### src/rtl/gei_pkg.sv
package gei_pkg;
  localparam int unsigned ADDR_W = 2;
  localparam int unsigned RD_W   = 32;

  typedef enum logic [ADDR_W-1:0] {
    A_RISE_EN = 2'd0,
    A_FALL_EN = 2'd1,
    A_STATUS  = 2'd2,
    A_NONE    = 2'd3
  } gei_addr_e;
endpackage

### src/rtl/gei_sync.sv
module gei_sync #(
  parameter int unsigned WIDTH  = 28,
  parameter int unsigned STAGES = 2
) (
  input  logic             clk,
  input  logic             rst_n,
  input  logic [WIDTH-1:0] async_in,
  output logic [WIDTH-1:0] level_now,
  output logic [WIDTH-1:0] level_prev
);
  logic [WIDTH-1:0] chain [STAGES];

  for (genvar s = 0; s < STAGES; s++) begin : g_stage
    if (s == 0) begin : g_first
      always_ff @(posedge clk or negedge rst_n)
        if (!rst_n) chain[0] <= '0;
        else        chain[0] <= async_in;
    end else begin : g_next
      always_ff @(posedge clk or negedge rst_n)
        if (!rst_n) chain[s] <= '0;
        else        chain[s] <= chain[s-1];
    end
  end

  always_ff @(posedge clk or negedge rst_n)
    if (!rst_n) level_prev <= '0;
    else        level_prev <= chain[STAGES-1];

  assign level_now = chain[STAGES-1];
endmodule

### src/rtl/gei_regs.sv
module gei_regs
  import gei_pkg::*;
#(
  parameter int unsigned NUM_PINS = 28
) (
  input  logic                clk,
  input  logic                rst_n,
  input  logic                reg_we,
  input  logic [ADDR_W-1:0]   reg_addr,
  input  logic [NUM_PINS-1:0] reg_wdata,
  input  logic [NUM_PINS-1:0] status_q,
  output logic [NUM_PINS-1:0] rise_en,
  output logic [NUM_PINS-1:0] fall_en,
  output logic [NUM_PINS-1:0] clr_mask,
  output logic [RD_W-1:0]     reg_rdata
);
  logic hit_rise, hit_fall, hit_stat;

  assign hit_rise = reg_we && (reg_addr == A_RISE_EN);
  assign hit_fall = reg_we && (reg_addr == A_FALL_EN);
  assign hit_stat = reg_we && (reg_addr == A_STATUS);

  always_ff @(posedge clk or negedge rst_n)
    if (!rst_n) begin
      rise_en <= '0;
      fall_en <= '0;
    end else begin
      if (hit_rise) rise_en <= reg_wdata;
      if (hit_fall) fall_en <= reg_wdata;
    end

  assign clr_mask = hit_stat ? reg_wdata : '0;

  always_comb begin
    reg_rdata = '0;
    unique case (reg_addr)
      A_RISE_EN: reg_rdata[NUM_PINS-1:0] = rise_en;
      A_FALL_EN: reg_rdata[NUM_PINS-1:0] = fall_en;
      A_STATUS:  reg_rdata[NUM_PINS-1:0] = status_q;
      default:   reg_rdata = '0;
    endcase
  end
endmodule

### src/rtl/gei_status.sv
module gei_status #(
  parameter int unsigned NUM_PINS = 28
) (
  input  logic                clk,
  input  logic                rst_n,
  input  logic [NUM_PINS-1:0] set_mask,
  input  logic [NUM_PINS-1:0] clr_mask,
  output logic [NUM_PINS-1:0] status_q
);
  function automatic logic [NUM_PINS-1:0] next_status(
    input logic [NUM_PINS-1:0] cur,
    input logic [NUM_PINS-1:0] set_m,
    input logic [NUM_PINS-1:0] clr_m);
    return (cur & ~clr_m) | set_m;
  endfunction

  always_ff @(posedge clk or negedge rst_n)
    if (!rst_n) status_q <= '0;
    else        status_q <= next_status(status_q, set_mask, clr_mask);


  clear_takes_chk: assert property (@(posedge clk) disable iff (!rst_n)
    |(clr_mask & ~set_mask) |=> ((status_q & $past(clr_mask & ~set_mask)) == '0));


  set_wins_chk: assert property (@(posedge clk) disable iff (!rst_n)
    |set_mask |=> ((status_q & $past(set_mask)) == $past(set_mask)));


  zero_write_keeps_chk: assert property (@(posedge clk) disable iff (!rst_n)
    1'b1 |=> ((status_q & ~$past(status_q)) == (status_q & $past(set_mask) & ~$past(status_q))));
endmodule

### src/rtl/gei_irq_fanout.sv
module gei_irq_fanout #(
  parameter int unsigned NUM_PINS   = 28,
  parameter int unsigned NUM_DIRECT = 11
) (
  input  logic [NUM_PINS-1:0]   status_q,
  output logic [NUM_DIRECT-1:0] irq_pin,
  output logic                  irq_group
);
  for (genvar i = 0; i < NUM_DIRECT; i++) begin : g_direct
    assign irq_pin[i] = status_q[i];
  end

  assign irq_group = |status_q[NUM_PINS-1:NUM_DIRECT];
endmodule

### src/rtl/gpio_edge_irq.sv
module gpio_edge_irq
  import gei_pkg::*;
#(
  parameter int unsigned NUM_PINS    = 28,
  parameter int unsigned NUM_DIRECT  = 11,
  parameter int unsigned SYNC_STAGES = 2
) (
  input  logic                  clk,
  input  logic                  rst_n,
  input  logic [NUM_PINS-1:0]   pins_in,
  input  logic                  reg_we,
  input  logic [ADDR_W-1:0]     reg_addr,
  input  logic [NUM_PINS-1:0]   reg_wdata,
  output logic [RD_W-1:0]       reg_rdata,
  output logic [NUM_DIRECT-1:0] irq_pin,
  output logic                  irq_group
);
  logic [NUM_PINS-1:0] level_now, level_prev;
  logic [NUM_PINS-1:0] rise_en, fall_en;
  logic [NUM_PINS-1:0] clr_mask, edge_set, status_q;

  function automatic logic [NUM_PINS-1:0] armed_edges(
    input logic [NUM_PINS-1:0] now_l,
    input logic [NUM_PINS-1:0] prev_l,
    input logic [NUM_PINS-1:0] r_en,
    input logic [NUM_PINS-1:0] f_en);
    return (now_l & ~prev_l & r_en) | (~now_l & prev_l & f_en);
  endfunction

  gei_sync #(.WIDTH(NUM_PINS), .STAGES(SYNC_STAGES)) u_sync (
    .clk(clk), .rst_n(rst_n), .async_in(pins_in),
    .level_now(level_now), .level_prev(level_prev));

  gei_regs #(.NUM_PINS(NUM_PINS)) u_regs (
    .clk(clk), .rst_n(rst_n), .reg_we(reg_we), .reg_addr(reg_addr),
    .reg_wdata(reg_wdata), .status_q(status_q), .rise_en(rise_en),
    .fall_en(fall_en), .clr_mask(clr_mask), .reg_rdata(reg_rdata));

  assign edge_set = armed_edges(level_now, level_prev, rise_en, fall_en);

  gei_status #(.NUM_PINS(NUM_PINS)) u_status (
    .clk(clk), .rst_n(rst_n), .set_mask(edge_set), .clr_mask(clr_mask),
    .status_q(status_q));

  gei_irq_fanout #(.NUM_PINS(NUM_PINS), .NUM_DIRECT(NUM_DIRECT)) u_irq (
    .status_q(status_q), .irq_pin(irq_pin), .irq_group(irq_group));


  disabled_pin_quiet_chk: assert property (@(posedge clk) disable iff (!rst_n)
    1'b1 |=> ((status_q & ~$past(status_q) & ~($past(rise_en) | $past(fall_en))) == '0));


  direct_line_chk: assert property (@(posedge clk) disable iff (!rst_n)
    irq_pin == status_q[NUM_DIRECT-1:0]);


  group_line_chk: assert property (@(posedge clk) disable iff (!rst_n)
    irq_group == (status_q[NUM_PINS-1:NUM_DIRECT] != '0));


  upper_read_zero_chk: assert property (@(posedge clk) disable iff (!rst_n)
    reg_rdata[RD_W-1:NUM_PINS] == '0);
endmodule

### config.mk
export PLATFORM = sky130hd
export DESIGN_NAME = gpio_edge_irq
export DESIGN_NICKNAME = d
export VERILOG_FILES = /design/src/rtl/gei_pkg.sv /design/src/rtl/gei_sync.sv /design/src/rtl/gei_regs.sv /design/src/rtl/gei_status.sv /design/src/rtl/gei_irq_fanout.sv /design/src/rtl/gpio_edge_irq.sv
export SDC_FILE = /design/constraint.sdc
export NUM_CORES = 1
export LEC_CHECK = 0
export ABC_CLOCK_PERIOD_IN_PS = 3300
export BUFFER_PORTS_ARGS = -buffer_cell sky130_fd_sc_hd__buf_2
export CAP_MARGIN = 0
export CORE_ASPECT_RATIO = 0.6
export CORE_UTILIZATION = 60
export CTS_CLUSTER_DIAMETER = 80
export DETAILED_ROUTE_END_ITERATION = 16
export GPL_ROUTABILITY_DRIVEN = 0
export PLACE_DENSITY = 0.83
export SYNTH_ARGS = -nofsm -noshare
export SYNTH_HDL_FRONTEND = slang
export SYNTH_HIERARCHICAL = 1
export SYNTH_SLANG_ARGS = --single-unit
### constraint.sdc
create_clock -name clk -period 3.3 [get_ports clk]
set_input_delay 0.165 -clock clk [delete_from_list [all_inputs] [get_ports clk]]
set_output_delay 0.165 -clock clk [all_outputs]
set_load 0.01 [all_outputs]
======== Word-level counts from Yosys, hierarchy flattened ========
Cells that the tools add are included.
Widths: inputs -> output; s select.
cells by class
  eq/ne operators ......................... 2
  multiplexer cells ....................... 2
  bitwise operators ....................... 10
  reduce and logical (&&, ||, !) cells .... 5
operators by type and width
  cell                count
  $and 28x28->28      5
  $not 28->28         3
  $pmux 28 s3         1
  $or 28x28->28       2
  $mux 28             1
  $reduce_or 17->1    1
  $logic_and 1x1->1   3
  $eq 2x1->1 const B  1
  $eq 2x2->1 const B  1
  $logic_not 2->1     1
storage, ports and cells
  register bits ........................... 168

======== Depth between registers and ports, before layout ========
Gate-level depths: netlist (run 1).
  depth after elaboration ................. 6
  depth in mapped cells ................... 6

======== Hierarchy ========
The synthesis (run 1) kept the hierarchy.
by module, submodules not included
  module          times used  cells an instance  area each (um2)
  gei_regs        1           223                3,012.9
  gei_sync        1           112                2,312.2
  gei_status      1           84                 1,016.0
  gpio_edge_irq   1           84                 560.5
  gei_irq_fanout  1           17                 118.9

======== Worst setup path after synthesis (run 1) ========
No wires, ideal clock.
  path kind ............................... register to output
  start ................................... register u_status.status_q[21]
  end ..................................... output port irq_group
  arrival time ............................ 1,181 ps
  required time ........................... 3,135 ps
  path slack .............................. 1,954 ps
  cell stages (with the launch flop) ...... 4
  path buffers ............................ 0
  cells stage by stage .................... dfrtp_1 nor4_1 nand4_1 or4_1
between the ends
  longest elaborated chain between the ends .. 1
ends and longest elaborated chain
  what                    RTL line              RTL
  from (decl)             gei_status.sv:8       output logic [NUM_PINS-1:0] status_q
  from (signal assigned)  gei_status.sv:19      else status_q <= next_status(status_q, set_mask, clr_mask);
  $reduce_or 17->1        gei_irq_fanout.sv:13  assign irq_group = |status_q[NUM_PINS-1:NUM_DIRECT];
  to (decl)               gpio_edge_irq.sv:16   output logic irq_group
Every way passes these cells.

======== Final worst setup path (run 1) ========
Same ends and word-level chain as after synthesis.

==> key figures, run 1 <==
Place
  • DP Wirelength: 9128 um
  • Setup WS pre-CTS: 1.168 ns
  • PortBufs: 100

Yosys
  • Synth area leader: dfrtp_1
  • Commonest cells post-synth: dfrtp_1, buf_4, mux2_2
  • Simple-gate share of the synthesized area: 0.08002
  • Mux cell area share after synthesis: 0.1404
  • Post-synthesis cell type count: 25
  • Mapped Cells: 520
  • Largest family of logic cells by synthesized area: multiplexers
  • Mapped Avg Cell Area: approximately 14 sq um
  • Post-Syn Area: 7020 sq um
  • Area contributors post-synth: dfrtp_1, mux2_2, buf_4, mux2_4, mux2i_1
  • Synth Area in Compound Gates: 0.09980
  • Leading register cell type out of synthesis: dfrtp_1
  • Post-synth EDFFs: 0
  • Xor and xnor area share after synthesis: 0
  • Cell with the most instances after synthesis: dfrtp_1
  • Fraction of registers with async set/reset: 1.000
  • Synth Warn #: 6
  • Number of synthesized register bits: around 170
  • Register area share after synthesis: 0.5988
  • Synth Area in Adders: 0
  • Post-synth top area share: 0.5988

Power and ir drop
  • Leak: approximately 3.8 nW
  • PwrDens: between 600 and 700 nW/um^2
  • VDD IR max: 0.0003824 V
  • Pwr Total: 5.076 mW

Global route
  • Initial antenna violation count: 1
  • Largest net degree at the start of global routing: around 110
  • GRT Util Overall: 0.2556
  • Vias in the first global route: 4,612
  • First-pass GRT wire length: 23,220 um
  • Total gr overflow: 0

Worst setup path
  • Worst path bufs/invs: 1
  • Setup CP Type: flop to output pin
  • CP delay by family, top: simple AND/OR/NAND/NOR gates
  • Largest stage delay, worst path: between 0.5 and 0.6 ns
  • Worst setup SP type: flop
  • Reg2Reg Setup Slack: about 2.5 ns
  • Worst-path fanout max: 3
  • Crit end category: output pin
  • Slowest CP cell: nor4_1
  • CP required: 3.13 ns
  • CP arrival: about 2.2 ns
  • Crit path cell chain: nor4_1 -> nand4_1 -> or4_1 -> buf_2

Detailed routing
  • Vias per inst: around 5.4
  • DR vias: 4,291
  • DRC: 0
  • Post-route ant nets: 0
  • WL/cell: between 15 and 20 um
  • Routed WL: about 14,000 um
  • Initial drt markers: ~220
  • First-pass DRT Iterations: 4

Clock tree
  • Clk buf depth: 2
  • CTS clk-pin slew, worst paths: roughly 0.060 ns
  • Max H-tree Level: 4
  • Clock latency on the worst-skew pair: between 0.4 and 0.5 ns
  • CTS tree: done
  • CTS Buf Count: 17
  • Clock sinks: 168
  • Root Buffer Master: clkbuf_16

STA
  • Max Slew Vio Count: 0
  • Post-route minimum period: 2.367 ns
  • Slew @ Worst Pin: 0.9352 ns
  • Final Hold Vio Count: 0
  • Clock Skew: 0.006441 ns
  • Slew HR: 0.3765
  • Count of final setup violators: 0
  • RSZ-0062 raised after global routing: no
  • Peak Freq: ~0.42 GHz
  • Setup total negative slack: 0 ns
  • Final worst-path cycle share: 0.7174
  • Setup slack after layout: 0.9327 ns

Floorplanning
  • # IOs: ~110
  • Core Region: about 11,000 sq um
  • Die width: 141.6 um
  • # rows: 30
  • Die height: approximately 86 um
  • Starting density of the core: 0.6193
  • Die ar.: ~12,000 sq um

Cells and area
  • Share of cells above drive strength 1: 0.3354
  • Fill cell count: between 700 and 800
  • Area growth, synth to finish: 18.27%
  • Layout net count: 689
  • Core Util, Final: 0.7325

Run
  • Max_cap viols: 0

Outcome
  • Status: completed

Min path
  • Hold Crit Class: primary input to flop
[registers in the layout, indices dropped and copies added, names as in the netlist]
name and count:
u_regs/fall_en 28, u_regs/rise_en 28, u_status/status_q 28, u_sync/chain 28
u_sync/level_now 28, u_sync/level_prev 28
[what timing repair did]
| action | 4_1_cts | 5_1_grt |
|---|---|---|
| endpoints found under the hold margin | 144 | 1 |
| resized for setup | 0 | 0 |
| setup buffers | 0 | 0 |
| hold buffers | 39 | 1 |
[layer usage]
layer,wire length [um],GRT usage,vias to the layer above
met5,0,0,-
met4,172,0.09482,0
met3,728,0.06421,16
met2,6727,0.4017,115
met1,6551,0.3490,2194
li1,-,-,1966
[cell type report]
class	count	area, sq um	share of cell area
Sequential cell	168	4204	0.5063
Multi-Input combinational cell	266	2277	0.2743
Timing Repair Buffer	147	972.2	0.1171
Clock buffer	20	436.7	0.05259
Tap cell	160	200.2	0.02411
Clock inverter	9	105.1	0.01266
Inverter	28	105.1	0.01266
Antenna cell	1	2.502	0.0003014
[where the power goes]
| group | internal (mW) | switching [mW] |
|---|---|---|
| clock | 1.10 | 0.750 |
| combinational | 0.387 | 0.333 |
| sequential | 2.31 | 0.204 |
[metrics by stage]
stage | std cells | hold slack, ns | cell area (sq um)
6_report | 799 | 0.02077 | 8303
4_1_cts | 797 | 0.0005134 | 8290
3_3_place_gp | 729 | 0.2726 | 7358
2_1_floorplan | 523 | -0.1306 | 7032
5_1_grt | 798 | 0.01121 | 8300
3_5_place_dp | 729 | 0.2743 | 7358
[cell families after synthesis]
| family | Yosys count |
|---|---|
| simple gates | 94 |
| other cells | 1 |
| flops | 168 |
| compound gates | 84 |
| mux | 84 |
| buf+inv | 89 |
[final timing paths]
kind,from,to,cells past startpoint
max in group asynchronous,rst_n,u_sync/chain[41],3
max,u_status/status_q[21],irq_group,4
min,reg_wdata[22],u_regs/fall_en[22],2
min reg2reg,u_sync/chain[38],u_sync/level_now[10],0
max reg2reg,u_regs/fall_en[18],u_status/status_q[18],3
min in group asynchronous,rst_n,u_sync/level_prev[20],2
[cell usage in the layout, fill, tap and decap left out, drive strengths merged, types with 28 or more instances in the layout]
cell         synthesis  layout
buf                 58     107
dlygate4sd3          0      40
inv                 28      28
and2                28      28
nand2               28      28
dfrtp              168     168
a21o                28      28
mux2                56      56
o21ai               28      28
mux2i               28      28
nand3b              29      29
o2bb2ai             28      28
Power figures use the tool's default switching activity.
==> inputs of run 2 (changes only) <==
Settings changed: ABC_AREA from default to 1, ABC_CLOCK_PERIOD_IN_PS 3300 to 2400, CORE_UTILIZATION 60 to 57, PLACE_DENSITY 0.83 to 0.79.
Clock period 3.3 ns to 2.4 ns, I/O delays scaled along.
==> key figures, run 2 <==
Clock tree
  • Root Buffer Master: clkbuf_16
  • CTS tree: done
  • CTS Buf Count: 17
  • Clock sinks: 168
  • Clk buf depth: 2
  • Clock latency on the worst-skew pair: 0.42 ns
  • CTS clk-pin slew, worst paths: approximately 0.060 ns
  • Max H-tree Level: 4
  • PostCTS Resize Cnt: 0

STA
  • Post-route minimum period: approximately 1.5 ns
  • Peak Freq: approximately 0.65 GHz
  • Final worst-path cycle share: 0.6382
  • RSZ-0062 raised after global routing: no
  • Slew HR: 0.5497
  • Setup slack after layout: just under 0.9 ns
  • Clock Skew: 0.01529 ns
  • Setup total negative slack: 0 ns
  • Final Hold Vio Count: 0
  • Slew @ Worst Pin: just under 0.7 ns
  • Count of final setup violators: 0
  • Max Slew Vio Count: 0

Yosys
  • Post-synth top area share: 0.5675
  • Synth Warn #: 6
  • Area contributors post-synth: dfrtp_1, nand2_1, nand3_1, inv_1, buf_4
  • Synth area leader: dfrtp_1
  • Post-synth EDFFs: 0
  • Post-Syn Area: 7408 sq um
  • Fraction of registers with async set/reset: 1.000
  • Register area share after synthesis: 0.5675
  • Cell with the most instances after synthesis: nand2_1
  • Mapped Avg Cell Area: just under 9 sq um
  • Mapped Cells: around 860
  • Commonest cells post-synth: nand2_1, nand3_1, dfrtp_1
  • Leading register cell type out of synthesis: dfrtp_1
  • Number of synthesized register bits: between 150 and 200
  • Post-synthesis cell type count: 19

Place
  • Setup WS pre-CTS: about 0.80 ns
  • PortBufs: 100
  • DP Wirelength: between 10,000 and 15,000 um
  • Placed Instance Area: roughly 7700 sq um

Cells and area
  • Layout net count: 1,028
  • Leading cell type in the layout, fill and taps excluded: nand2_1
  • Post-route cell area: around 8900 sq um
  • Fill cell count: between 900 and 1,000
  • Area growth, synth to finish: 20.20%
  • Share of cells above drive strength 1: 0.1531
  • Sequential cell area: about 4200 sq um
  • Area of the multi-input gates: 2085 sq um
  • Most frequent cells in the layout: nand2_1, nand3_1, dfrtp_1

Worst setup path
  • CP delay by family, top: simple AND/OR/NAND/NOR gates
  • Worst path bufs/invs: 1
  • Crit end category: output pin
  • Critical path origin: u_status/status_q[26]
  • Slowest CP cell: dfrtp_1
  • Most common cell on crit path: nor2_1
  • Worst reg2reg startpoint: u_sync/level_now[14]
  • CP required: around 2.3 ns
  • Crit path cell chain: nor2_1 -> nand2_1 -> nor2_1 -> nand3_1 -> buf_2
  • Critical R2R Capture: u_status/status_q[14]
  • Worst setup SP type: flop
  • R2R depth: 4
  • Largest stage delay, worst path: 0.40 ns
  • Reg2Reg Setup Slack: 1.56 ns
  • CP arrival: 1.41 ns
  • Worst-path fanout max: 3
  • Setup CP Type: flop to output pin

Floorplanning
  • Die width: ~150 um
  • # rows: 31
  • Die ar.: 13,470 sq um
  • Core Region: between 10,000 and 15,000 sq um
  • # IOs: 105
  • Starting density of the core: 0.5987
  • Die height: about 90 um

Min path
  • Origin of the worst min-delay path: reg_wdata[6]
  • Hold EP: u_regs/fall_en[6]
  • Hold Path Stages: 3
  • Hold Crit Class: primary input to flop

Run
  • Max_cap viols: 0

Global route
  • Largest net degree at the start of global routing: between 70 and 80
  • GRT Util Overall: 0.2704
  • First-pass GRT wire length: 28,120 um
  • Initial antenna violation count: 0
  • Total gr overflow: 0
  • Vias in the first global route: around 5,600

Detailed routing
  • Routed WL: between 15,000 and 20,000 um
  • DRC: 0
  • Post-route ant nets: 0
  • Vias per inst: just over 5
  • DR vias: roughly 5,900
  • Initial drt markers: ~400
  • WL/cell: about 15 um
  • First-pass DRT Iterations: 5

Power and ir drop
  • Comb pwr share: 0.129
  • Internal Pwr Total: roughly 5.5 mW
  • VDD IR max: 0.0004606 V
  • Flop pwr share: 0.459
  • Sw frac: 0.2645
  • PwrDens: about 840 nW/um^2
  • Leak: around 4.8 nW
  • NetSw: slightly below 2 mW
  • Clk pwr share: 0.412

Outcome
  • Status: completed
[run 2: worst max path at each step]
stage                            endpoint  slack (ns)  cells past startpoint
detailed placement     u_regs/fall_en[16]        0.80                      5
global placement        u_regs/fall_en[8]        0.84                      5
finish                          irq_group        0.87                      5
global route                reg_rdata[13]        0.79                      6
floorplan           u_status/status_q[10]        1.44                      7
CTS                             irq_group        0.86                      5
[run 2: cell families after synthesis]
| group | after synthesis | synth area share |
|---|---|---|
| flip-flops | 168 | 0.5675 |
| other | 1 | 0.0005062 |
| AND/OR/NAND/NOR | 466 | 0.2793 |
| buffers and inverters | 222 | 0.1527 |
[run 2: cell type report]
type,count,area share
timing repair buffer,168,0.1356
clock buffer,19,0.05086
inverter,142,0.05986
antenna,1,0.0002810
clock inverter,13,0.02403
multi-input combinational,470,0.2341
sequential,168,0.4721
tap,165,0.02318
[run 2: repair_timing]
item	CTS	global route
hold buffers	56	0
hold endpoints to repair	148	0
buffers inserted	0	0
[run 2: worst reg2reg max path, delay by kind of cell (launching register included)]
family / cells / cell delay (ns)
buf+inv: 1 / 0.06
flops: 1 / 0.44
simple gates: 3 / 0.24
[run 2: stage by stage]
stage            util  instances  hold WS, ns  power (mW)
2_1_floorplan       -        860      -0.1756       4.027
3_3_place_gp   0.6203       1057       0.1796       4.306
3_5_place_dp   0.6203       1057       0.1815       4.335
4_1_cts        0.7195       1145     0.003232       7.486
5_1_grt        0.7195       1145     0.007942       7.787
6_report       0.7197       1146      0.02875       7.438
[run 2: per-layer routing]
| metal | part of all wire | up-vias | GRT usage | wire (um) |
|---|---|---|---|---|
| li1 | - | 2832 | - | - |
| met1 | 0.44 | 2784 | 0.3970 | 7528 |
| met2 | 0.45 | 282 | 0.4016 | 7744 |
| met3 | 0.089 | 25 | 0.05808 | 1517 |
| met4 | 0.014 | 0 | 0.08588 | 246 |
| met5 | 0 | - | 0 | 0 |
[run 2: power groups by stage]
stage	registers [mW]	clock network, mW	logic [mW]
floorplan	3.38	0	0.651
global placement	3.45	0	0.857
detailed placement	3.45	0	0.882
CTS	3.41	3.11	0.964
global route	3.45	3.25	1.09
finish	3.41	3.07	0.962
